## src/rtl/clkout_pkg.sv

```systemverilog
`timescale 1ns/1ps
package clkout_pkg;

    // Level the pin takes while the channel is stopped
    typedef enum logic [1:0] {
        DS_LOW  = 2'b00,
        DS_HIGH = 2'b01,
        DS_HIZ  = 2'b10,
        DS_KEEP = 2'b11
    } dis_state_e;

    // Channel control byte layout
    typedef struct packed {
        logic       pdn;
        logic [1:0] spare_hi;
        logic       inv;
        logic [3:0] spare_lo;
    } ctrl_t;

    localparam int FIELDS_PER_BYTE = 4;
    localparam int FIELD_W         = 2;

    // Low bit of this channel's disable-state field in the packed byte
    function automatic int field_lsb(input int ch);
        return FIELD_W * (ch % FIELDS_PER_BYTE);
    endfunction

    // Counter width able to hold the largest divide length minus one
    function automatic int cnt_width(input int code_w);
        return ((1 << code_w) - 1 > 0) ? (1 << code_w) - 1 : 1;
    endfunction

endpackage

```

## src/rtl/clkout_divider.sv

```systemverilog
`timescale 1ns/1ps
module clkout_divider #(
    parameter int CODE_W = 3
) (
    input  logic              clk,
    input  logic              rst,
    input  logic [CODE_W-1:0] code_in,
    output logic [CODE_W-1:0] code_q,
    output logic              lvl_q
);
    import clkout_pkg::*;

    localparam int CNT_W = cnt_width(CODE_W);
    typedef logic [CNT_W-1:0] cnt_t;
    typedef logic [CNT_W:0]   len_t;

    cnt_t cnt_q;
    cnt_t cnt_d;
    cnt_t last_cur;
    cnt_t half_new;
    len_t len_cur;
    len_t len_new;
    logic lvl_d;
    logic restart;

    always_comb begin
        len_cur  = len_t'(1) << code_q;
        len_new  = len_t'(1) << code_in;
        last_cur = cnt_t'(len_cur - len_t'(1));
        half_new = cnt_t'(len_new >> 1);
        restart  = (code_in != code_q);
        if (restart || cnt_q == last_cur) begin
            cnt_d = '0;
        end else begin
            cnt_d = cnt_q + cnt_t'(1);
        end
        lvl_d = (code_in != '0) && (cnt_d >= half_new);
    end

    always_ff @(posedge clk) begin
        if (rst) begin
            cnt_q  <= '0;
            code_q <= '0;
            lvl_q  <= 1'b0;
        end else begin
            cnt_q  <= cnt_d;
            code_q <= code_in;
            lvl_q  <= lvl_d;
        end
    end

endmodule

```

## src/rtl/clkout_gate.sv

```systemverilog
`timescale 1ns/1ps
module clkout_gate (
    input  logic clk,
    input  logic rst,
    input  logic bypass,
    input  logic lvl,
    input  logic want_run,
    output logic run_q
);
    // Decided on the falling source edge; the divided clock must be low.
    logic boundary;

    always_comb begin
        boundary = bypass || !lvl;
    end

    always_ff @(negedge clk) begin
        if (rst) begin
            run_q <= 1'b0;
        end else if (boundary) begin
            run_q <= want_run;
        end
    end

endmodule

```

## src/rtl/clkout_drive.sv

```systemverilog
`timescale 1ns/1ps
module clkout_drive (
    input  logic                   src_clk,
    input  logic                   bypass,
    input  logic                   lvl,
    input  logic                   run,
    input  logic                   inv,
    input  logic                   pdn,
    input  clkout_pkg::dis_state_e ds,
    output logic                   pin_lvl,
    output logic                   pin_oe
);
    import clkout_pkg::*;

    logic src_lvl;
    logic held;

    always_comb begin
        src_lvl = bypass ? src_clk : lvl;
        held    = (ds == DS_HIGH);
        if (pdn) begin
            pin_lvl = 1'b0;
            pin_oe  = 1'b0;
        end else if (run) begin
            pin_lvl = src_lvl ^ inv;
            pin_oe  = 1'b1;
        end else begin
            pin_lvl = held;
            pin_oe  = (ds != DS_HIZ);
        end
    end

endmodule

```

## src/rtl/clkout_stage.sv

```systemverilog
`timescale 1ns/1ps
module clkout_stage #(
    parameter int CODE_W = 3,
    parameter int N_CH   = 8,
    parameter int CH_IDX = 0
) (
    input  logic              clk,
    input  logic              rst,
    input  logic [CODE_W-1:0] div_code,
    input  logic [7:0]        ctrl_reg,
    input  logic [N_CH-1:0]   dis_mask,
    input  logic [7:0]        dstate_reg,
    output logic              clk_out,
    output logic              clk_oe
);
    import clkout_pkg::*;

    localparam int FL = field_lsb(CH_IDX);

    ctrl_t             ctrl;
    dis_state_e        ds_sel;
    logic              dis_bit;
    logic              want_run;
    logic              bypass;
    logic [CODE_W-1:0] code_q;
    logic              div_lvl;
    logic              run_q;
    logic              pdn_w;
    logic              unused_bits;

    always_comb begin
        ctrl        = ctrl_t'(ctrl_reg);
        ds_sel      = dis_state_e'(dstate_reg[FL +: FIELD_W]);
        dis_bit     = dis_mask[CH_IDX];
        want_run    = !(dis_bit && ds_sel != DS_KEEP);
        bypass      = (code_q == '0);
        pdn_w       = ctrl.pdn;
        unused_bits = ^{ctrl.spare_hi, ctrl.spare_lo, dis_mask, dstate_reg};
    end

    clkout_divider #(.CODE_W(CODE_W)) u_div (
        .clk     (clk),
        .rst     (rst),
        .code_in (div_code),
        .code_q  (code_q),
        .lvl_q   (div_lvl)
    );

    clkout_gate u_gate (
        .clk      (clk),
        .rst      (rst),
        .bypass   (bypass),
        .lvl      (div_lvl),
        .want_run (want_run),
        .run_q    (run_q)
    );

    clkout_drive u_drv (
        .src_clk (clk),
        .bypass  (bypass),
        .lvl     (div_lvl),
        .run     (run_q),
        .inv     (ctrl.inv),
        .pdn     (pdn_w),
        .ds      (ds_sel),
        .pin_lvl (clk_out),
        .pin_oe  (clk_oe)
    );

endmodule

```

## config.mk

```make
export PLATFORM = sky130hd
export DESIGN_NAME = clkout_stage
export DESIGN_NICKNAME = d
export VERILOG_FILES = /design/src/rtl/clkout_pkg.sv /design/src/rtl/clkout_divider.sv /design/src/rtl/clkout_gate.sv /design/src/rtl/clkout_drive.sv /design/src/rtl/clkout_stage.sv
export SDC_FILE = /design/constraint.sdc
export NUM_CORES = 1
export LEC_CHECK = 0
export BUFFER_PORTS_ARGS = -buffer_cell sky130_fd_sc_hd__buf_2
export CAP_MARGIN = 20
export CELL_PAD_IN_SITES_DETAIL_PLACEMENT = 2
export CELL_PAD_IN_SITES_GLOBAL_PLACEMENT = 2
export CORE_ASPECT_RATIO = 0.75
export CORE_UTILIZATION = 29
export CTS_BUF_LIST = sky130_fd_sc_hd__clkbuf_4
export DETAILED_ROUTE_END_ITERATION = 8
export PLACE_DENSITY_LB_ADDON = 0.1
export SYNTH_ARGS = -nofsm -noshare
export SYNTH_HDL_FRONTEND = slang
export SYNTH_SLANG_ARGS = --single-unit
```

## constraint.sdc

```tcl
create_clock -name clk -period 4 [get_ports clk]
set_clock_uncertainty 0.15 [all_clocks]
set_input_delay 0.6 -clock clk [delete_from_list [all_inputs] [get_ports clk]]
set_output_delay 0.6 -clock clk [all_outputs]
set_load 0.05 [all_outputs]
```

==> key figures, run 1 <==
Cells and area
  – Non-filler cells in the finished layout: 169
  – Fillers: roughly 360
  – Nets: 170
  – Most common cell after layout, fill and taps aside: dfxtp_1
  – Layout area overhead: 16.20%
  – Area occupied by multi-input gates: about 700 um^2
  – Final Cell Area: approximately 1100 um^2
  – Final Util: 0.3724
  – Sequential cell area: 241.5 um^2
  – Fraction of layout cells with a size suffix above 1: 0.1908
  – Ant. Diodes: 0
  – Most frequent cells in the layout: dfxtp_1 (11), nor2_1 (10), nor3_1 (9), ha_1 (9), buf_2 (9)

Placement
  – Dpl hpwl: approximately 2.1 mm
  – Placed cells: 164
  – Post-DP Area: roughly 1100 um^2
  – IO Port Bufs: 11
  – Final GP Congestion: about 0.7
  – DP Worst Slack: approximately 310 ps

STA
  – RSZ-0062 raised after global routing: yes
  – Worst Tran Pin Value: roughly 530 ps
  – Final WS setup: between 40 and 50 ps
  – Min Hold Slack: ~400 ps
  – Setup tns final: 0 ps
  – Slew HR: 0.6436
  – Final Slew Violations: 0
  – Final Hold Fails: 0
  – Final setup violation count: 0

Global routing
  – First-pass GRT wire length: 4.450 mm
  – GR Overflow Total: 0
  – Initial antenna violation count: 0
  – Vias in the first global route: approximately 950
  – Largest net degree at the start of global routing: 13
  – All-Layer GR Usage: 0.1595

Clock tree
  – CTS max path bufs: 2
  – CTS Hold Bufs: 0
  – H-tree depth: 1
  – TritonCTS Buffers: 3
  – Clock Latency Late Sink: roughly 290 ps
  – Postcts setup bufs: 0
  – CTS tree: done
  – Root Driver: clkbuf_4
  – CTS clk-pin slew, worst paths: 40 ps

Run
  – Number of max-cap violations: 0

Route
  – Via/cell ratio: between 5 and 6
  – Via count: 906
  – DRC viols: 0
  – Routed Antenna Nets: 0
  – WL/cell: about 16 um
  – Initial DRC count: 43
  – Post-Route WL: 2.660 mm
  – DRT Pass-1 Iters: 4

Power
  – Final Power: 377.1 uW
  – Pwr/cell area: 328.3 nW/um^2
  – Lkg Pwr: approximately 0.48 nW
  – Maximum VDD drop: roughly 0.14 mV

Critical path
  – Worst EP required: roughly 3300 ps
  – CP Max Fanout: 4
  – Critical R2R Capture: u_div.lvl_q
  – Worst r2r src: u_div.code_q[2]
  – Worst Setup SP: u_gate.run_q
  – Worst Path Class, Setup: reg2out
  – R2R setup slack: approximately 320 ps
  – Setup crit end kind: output port
  – CP Data Arrival Time: 3210 ps
  – Crit path capture: clk_out
  – Startpoint types: flop
  – Critical Path Max Stage Delay: 330 ps
  – Crit path cell chain: nor3b_2, a21oi_1, nor2_1, buf_6
  – R2R depth: 13
  – Critical path's slowest cell: dfxtp_2

Outcome
  – Status: finished, final reports clean

Logic synthesis
  – Synth Area in Compound Gates: 0.1532
  – Syn Nets: about 160
  – Largest family of logic cells by synthesized area: simple AND/OR/NAND/NOR gates
  – Syn_area_per_cell: 8.306 um^2
  – Yosys cell types: 35
  – Synthesis Warnings: 0
  – Post-Synth Adder-Cell Area: 0.1139
  – Xor/xnor share of the synthesized area: 0.1241
  – Mapped Cells: about 120
  – Synth Area in Simple Gates: 0.3139
  – Post-Syn Area: approximately 1000 um^2
  – Synth Register Bits: 12
  – Register area share after synthesis: 0.2430
  – Mux contribution to synthesized area: 0

Floorplanning
  – Row count: 17
  – Chip height: 52.56 um
  – Initial Util: 0.3205
  – Total I/O pin count: 31
  – Die area: 3648 um^2
  – Core ar.: approximately 3100 um^2
  – Die width: between 60 and 70 um

Worst hold path
  – HP Class: reg2reg
  – Hold path depth: 2
==> worst max-delay path: cells and delay by family (launching register included) <==
kind	cells	cell delay, ps
flops	1	330
buf+inv	1	170
compound gates	1	60
simple gates	2	290
==> cell usage after synthesis <==
library cell	number	area share
dfxtp_1	12	0.24
nor2_1	10	0.038
ha_1	9	0.11
nor3_1	9	0.046
xnor2_1	7	0.062
xor2_1	7	0.062
nand3_1	6	0.030
a21oi_1	5	0.025
clkbuf_1	4	0.015
nand2_1	4	0.015
nand3b_1	4	0.030
nor2b_1	4	0.025
or3_1	4	0.025
a21o_1	3	0.023
and3_1	3	0.019
nor3b_1	3	0.023
buf_2	2	0.010
inv_1	2	0.0076
o211ai_1	2	0.015
o21ai_0	2	0.010
o31ai_1	2	0.015
or3b_2	2	0.018
a211oi_1	1	0.0076
a311o_1	1	0.010
a311oi_1	1	0.0089
buf_4	1	0.0076
buf_6	1	0.011
nand2b_1	1	0.0063
nor3b_2	1	0.013
nor4b_1	1	0.0089
o21a_1	1	0.0076
o311ai_1	1	0.0089
o31ai_4	1	0.022
or2_1	1	0.0063
or4b_1	1	0.010
==> cell type report <==
type / instances / area share
Clock buffer: 4 / 0.02941
Clock inverter: 3 / 0.03268
Inverter: 1 / 0.003268
Multi-Input combinational cell: 97 / 0.6111
Sequential cell: 12 / 0.2102
Tap cell: 38 / 0.04139
Timing Repair Buffer: 14 / 0.07190
==> worst min path at each step <==
stage                       startpoint            to  slack [ps]
after detailed placement  u_gate.run_q  u_gate.run_q         420
after global routing      u_gate.run_q  u_gate.run_q         430
after floorplan           u_gate.run_q  u_gate.run_q         350
final                     u_gate.run_q  u_gate.run_q         400
after global placement    u_gate.run_q  u_gate.run_q         380
after CTS                 u_gate.run_q  u_gate.run_q         440
==> sequential cells by signal, summed over array words and instances, names as in the netlist <==
| signal | count |
|---|---|
| u_div.cnt_q | 7 |
| u_div.code_q | 3 |
| u_div.lvl_q | 1 |
| u_gate.run_q | 1 |
==> where the power goes <==
part           total [mW]  internal (mW)  switching [mW]
Combinational      0.0698         0.0294          0.0404
Clock               0.180          0.114          0.0662
Sequential          0.127          0.124         0.00360
Total               0.377          0.267           0.110
==> kinds of logic after synthesis <==
family                     Yosys count
and+or+nand+nor                     54
AOI/OAI and AO/OA                   20
xor gates and xnor gates            14
DFF                                 12
buffers and inverters               10
adders and majority gates            9
==> repair_timing <==
item                       4_1_cts  5_1_grt
resized for setup                3        3
setup endpoints to repair        1        2
pin swaps                        0        2
==> layer usage <==
| layer | up-vias | global-route usage | wire length [um] |
|---|---|---|---|
| li1 | 451 | - | - |
| met1 | 435 | 0.2048 | 1359 |
| met2 | 18 | 0.2654 | 1156 |
| met3 | 2 | 0.04615 | 129 |
| met4 | 0 | 0.03741 | 15 |
| met5 | - | 0 | 0 |
(Power assumes the default switching activity.)
==> inputs of run 2 (changes only) <==
- BUFFER_PORTS_ARGS: -buffer_cell sky130_fd_sc_hd__buf_2 -> not set
- CORE_UTILIZATION: 29 -> 37
- DONT_BUFFER_PORTS: not set -> 1
- GPL_ROUTABILITY_DRIVEN: not set -> 0
- PLACE_DENSITY: not set -> 0.92
- PLACE_DENSITY_LB_ADDON: 0.1 -> not set
==> key figures, run 2 (same netlist as run 1, synthesis figures left out) <==
STA
  – RSZ-0062 raised after global routing: yes
  – Final Hold Fails: 0
  – Worst Tran Pin Value: 567.6 ps
  – Slew HR: 0.6187
  – Min Hold Slack: slightly above 200 ps
  – Final setup violation count: 0
  – Final Slew Violations: 0

Cells and area
  – Final Cell Area: ~1100 um^2
  – Regs by FF count: u_div.cnt_q x7, u_div.code_q x3
  – Nets: between 150 and 200
  – Max FFs per register: 7
  – Ant. Diodes: 0
  – Most flop-heavy register: u_div.cnt_q
  – Most frequent cells in the layout: dfxtp_1 (11), nor3_1 (9), nor2_1 (8), ha_1 (8)
  – Most common cell after layout, fill and taps aside: dfxtp_1
  – Fraction of layout cells with a size suffix above 1: 0.1639
  – Layout area overhead: 10.38%

Critical path
  – CP Max Fanout: 2
  – Setup crit end kind: output port
  – Critical path's slowest cell: dfxtp_2
  – CP delay by family, top: simple AND/OR/NAND/NOR gates
  – Worst Path Class, Setup: reg2out
  – CP Buf/Inv Count: 0
  – Crit path cell chain: nor3b_2, a21oi_2, nor2_4
  – Critical Path Max Stage Delay: about 320 ps
  – Worst EP required: approximately 3300 ps
  – CP Data Arrival Time: about 3200 ps
  – Startpoint types: flop

Floorplanning
  – Initial Util: 0.4115
  – Row count: 15
  – Total I/O pin count: 31
  – Core ar.: approximately 2400 um^2
  – Chip height: ~47 um
  – Die width: 61.68 um
  – Die area: around 2900 um^2

Route
  – DRT Pass-1 Iters: 3
  – Post-Route WL: ~3.1 mm
  – Routed Antenna Nets: 0
  – Initial DRC count: 37
  – Via/cell ratio: just under 6
  – WL/cell: a little under 20 um
  – Via count: slightly above 900
  – DRC viols: 0

Global routing
  – All-Layer GR Usage: 0.2434
  – Met1 GRT Util: 0.3117
  – GR Util met2: 0.3892
  – Gr busiest metal: met2
  – First-pass GRT wire length: 4.850 mm
  – GR Overflow Total: 0
  – Met3 usage: 0.07163
  – Largest net degree at the start of global routing: 13
  – Initial antenna violation count: 0
  – Vias in the first global route: 1007

Power
  – Pwr/cell area: between 200 and 300 nW/um^2
  – Lkg Pwr: 0.4297 nW
  – Maximum VDD drop: roughly 0.13 mV

Clock tree
  – Clock Latency Late Sink: about 300 ps
  – Root Driver: clkbuf_4
  – CTS max path bufs: 2
  – CTS tree: done
  – TritonCTS Buffers: 3
  – H-tree depth: 1
  – CTS Hold Bufs: 0
  – CTS clk-pin slew, worst paths: 100 ps

Placement
  – IO Port Bufs: 0
  – Post-DP Area: a little over 1000 um^2
  – Dpl hpwl: 2.278 mm

Worst hold path
  – HP Class: in2reg

Run
  – Number of max-cap violations: 0

Outcome
  – Status: finished, final reports clean
[run 2: timing repair]
action / CTS / global route
gates resized for setup: 2 / 6
setup buffers: 0 / 0
pin swaps: 0 / 4
endpoints found under the setup margin: 1 / 3
[run 2: worst reg2reg max path: cells and delay by family, from the launching register on]
family / cells / cell delay, ps
DFF: 1 / 360
AOI/OAI and AO/OA: 5 / 750
buffers and inverters: 1 / 190
adders and majority gates: 2 / 520
xor gates and xnor gates: 1 / 360
and+or+nand+nor: 6 / 1360
[run 2: power by group]
part / internal, mW / switching [mW]
Sequential: 0.124 / 0.00362
Clock: 0.0482 / 0.0741
Combinational: 0.0288 / 0.0364
Total: 0.201 / 0.114
[run 2: per-layer routing]
metal / vias up / part of all wire
met2: 13 / 0.49
met3: 8 / 0.026
li1: 434 / -
met4: 0 / 0.019
met1: 469 / 0.47
met5: - / 0
[run 2: path summary, 6_finish.rpt]
path | depth (start not counted) | slack [ps] | to | from
hold / removal | 1 | 200 | u_div.code_q[2] | rst
setup / recovery | 3 | 40 | clk_out | u_gate.run_q
hold reg to reg | 1 | 500 | u_div.cnt_q[0] | u_div.cnt_q[0]
setup reg to reg | 15 | 200 | u_div.lvl_q | u_div.code_q[1]
[run 2: final cells by class]
cell class              instances  area [um^2]
inverters                       1        3.754
well taps                      34        42.54
repair buffers                  6        45.04
fillers                       285         1311
clock buffers                   3        22.52
multi-input cells              97        724.4
clock inverters                 3        11.26
flip-flops and latches         12        241.5
[run 2: through the flow]
step | setup slack, ps | TNS, ps | total power, mW | utilization | instances
2_1_floorplan | 55.28 | 0 | 0.2009 | - | 119
5_1_grt | -36.97 | -39.89 | 0.3319 | 0.4542 | 156
3_3_place_gp | 66.77 | 0 | 0.2073 | 0.4297 | 151
4_1_cts | 10.22 | 0 | 0.3087 | 0.4453 | 156
6_report | 38.23 | 0 | 0.3148 | 0.4542 | 156
3_5_place_dp | 49.43 | 0 | 0.2131 | 0.4297 | 151
==> inputs of run 3 (changes only) <==
- BUFFER_PORTS_ARGS: not set -> -buffer_cell sky130_fd_sc_hd__buf_2
- CORE_UTILIZATION: 37 -> 27
- DONT_BUFFER_PORTS: 1 -> not set
- PLACE_DENSITY: 0.92 -> 0.89
- clock period: 4 -> 3.41 ns (I/O delays scaled with it)
==> key figures, run 3 (same netlist as run 1, synthesis figures left out) <==
Global routing
  – All-Layer GR Usage: 0.1905
  – Largest net degree at the start of global routing: 13
  – Initial antenna violation count: 0
  – Vias in the first global route: approximately 1000
  – Gr busiest metal: met2
  – GR Util met2: 0.3365
  – GR Overflow Total: 0
  – First-pass GRT wire length: 5.285 mm
  – Met3 usage: 0.04788
  – Met1 GRT Util: 0.2142

Outcome
  – Violated checks: negative setup slack
  – Status: complete, but fails checks

Clock tree
  – Clock Latency Late Sink: roughly 280 ps
  – TritonCTS Buffers: 3
  – CTS Hold Bufs: 0
  – CTS tree: done
  – CTS clk-pin slew, worst paths: 30 ps
  – CTS max path bufs: 2
  – H-tree depth: 1
  – Root Driver: clkbuf_4

STA
  – Worst Tran Pin Value: 577.3 ps
  – Final setup violation count: 2
  – Final Hold Fails: 0
  – Final Slew Violations: 0
  – Final WS setup: -115.1 ps
  – Min Hold Slack: between 300 and 400 ps
  – RSZ-0062 raised after global routing: yes
  – Slew HR: 0.6121

Placement
  – Post-DP Area: between 1000 and 1500 um^2
  – IO Port Bufs: 11
  – Dpl hpwl: around 2.5 mm

Cells and area
  – Ant. Diodes: 0
  – Max FFs per register: 7
  – Nets: about 180
  – Most flop-heavy register: u_div.cnt_q
  – Fraction of layout cells with a size suffix above 1: 0.3768
  – Regs by FF count: u_div.cnt_q x7, u_div.code_q x3
  – Layout area overhead: 36.33%
  – Final Cell Area: between 1000 and 1500 um^2
  – Most frequent cells in the layout: buf_2 (9), buf_4 (9), nor2_1 (8), nor3_1 (8), dfxtp_1 (8)

Critical path
  – Critical Path Max Stage Delay: about 330 ps
  – Setup crit end kind: output port
  – CP Data Arrival Time: roughly 2900 ps
  – CP Max Fanout: 4
  – CP Buf/Inv Count: 1
  – R2R setup slack: ~90 ps
  – CP delay by family, top: flip-flops
  – Startpoint types: flop
  – Worst EP required: approximately 2800 ps
  – Critical R2R Capture: u_div.lvl_q
  – Critical path's slowest cell: dfxtp_2
  – Crit path cell chain: nor3b_2, a21oi_1, nor2_2, buf_6
  – R2R depth: 13
  – Worst Path Class, Setup: reg2out
  – Worst r2r src: u_div.code_q[0]

Route
  – WL/cell: between 15 and 20 um
  – DRT Pass-1 Iters: 4
  – Via/cell ratio: roughly 5.2
  – Initial DRC count: 26
  – Routed Antenna Nets: 0
  – Via count: 981
  – Post-Route WL: between 3 and 4 mm
  – DRC viols: 0

Worst hold path
  – Hold path depth: 2
  – Hold Crit Start: u_gate.run_q
  – Hold EP: u_gate.run_q
  – HP Class: reg2reg

Floorplanning
  – Die width: between 70 and 80 um
  – Die area: a little under 4000 um^2
  – Chip height: between 50 and 60 um
  – Initial Util: 0.2907
  – Core ar.: roughly 3400 um^2
  – Row count: 18
  – Total I/O pin count: 31

Power
  – Pwr/cell area: around 300 nW/um^2
  – Lkg Pwr: approximately 0.54 nW
  – Maximum VDD drop: between 0.15 and 0.2 mV

Run
  – Number of max-cap violations: 0
==> run 3: worst register-to-register path: stages (launching register included) <==
cell      delay [ps]
dfxtp_2          330
or3_4            410
ha_4             180
or4b_4           500
o311ai_4         100
xor2_2           230
o31ai_4          100
or2_1            300
ha_4             250
nand2b_4         140
a21o_1           160
a21oi_2          120
o21ai_1           80
nor4b_4          140
==> run 3: per-stage QoR <==
stage / total power [mW] / std cells / TNS [ps] / util / worst slack [ps]
2_1_floorplan: 0.2414 / 119 / -149.7 / - / -149.7
3_3_place_gp: 0.2599 / 179 / 0 / 0.3341 / 3.849
3_5_place_dp: 0.2700 / 179 / -229.4 / 0.3341 / -229.4
4_1_cts: 0.3883 / 185 / -189.7 / 0.3679 / -145.0
5_1_grt: 0.4319 / 188 / -369.8 / 0.3962 / -213.2
6_report: 0.4085 / 188 / -163.3 / 0.3962 / -115.1
==> run 3: how the worst max path moves through the flow <==
stage	from	slack [ps]	cells past startpoint	to
3_3_place_gp	u_div.code_q[1]	4	13	u_div.lvl_q
6_report	u_gate.run_q	-120	4	clk_out
3_5_place_dp	u_div.code_q[1]	-230	15	u_div.lvl_q
4_1_cts	u_gate.run_q	-150	4	clk_out
2_1_floorplan	u_div.code_q[1]	-150	15	u_div.lvl_q
5_1_grt	u_gate.run_q	-210	4	clk_out
==> run 3: where the power goes <==
part,internal [mW],switching [mW]
Combinational,0.0608,0.0659
Clock,0.0579,0.0732
Sequential,0.145,0.00534
Total,0.264,0.144
==> run 3: per-layer routing <==
| metal | up-vias | routed length (um) |
|---|---|---|
| met5 | - | 0 |
| met4 | 0 | 143 |
| met3 | 12 | 106 |
| met2 | 24 | 1869 |
| met1 | 483 | 1527 |
| li1 | 462 | - |
==> run 3: layout make-up <==
cell class	count	area (um^2)
Multi-Input combinational cell	97	844.6
Timing Repair Buffer	21	146.4
Fill cell	373	2053
Sequential cell	12	245.2
Clock inverter	3	11.26
Clock buffer	4	33.78
Tap cell	50	62.56
Inverter	1	3.754
==> run 3: timing repair <==
item / in CTS / in global routing
gates resized for setup: 15 / 15
buffers inserted: 1 / 3
pin swaps: 4 / 15
cloned: 0 / 0
endpoints found under the setup margin: 3 / 3
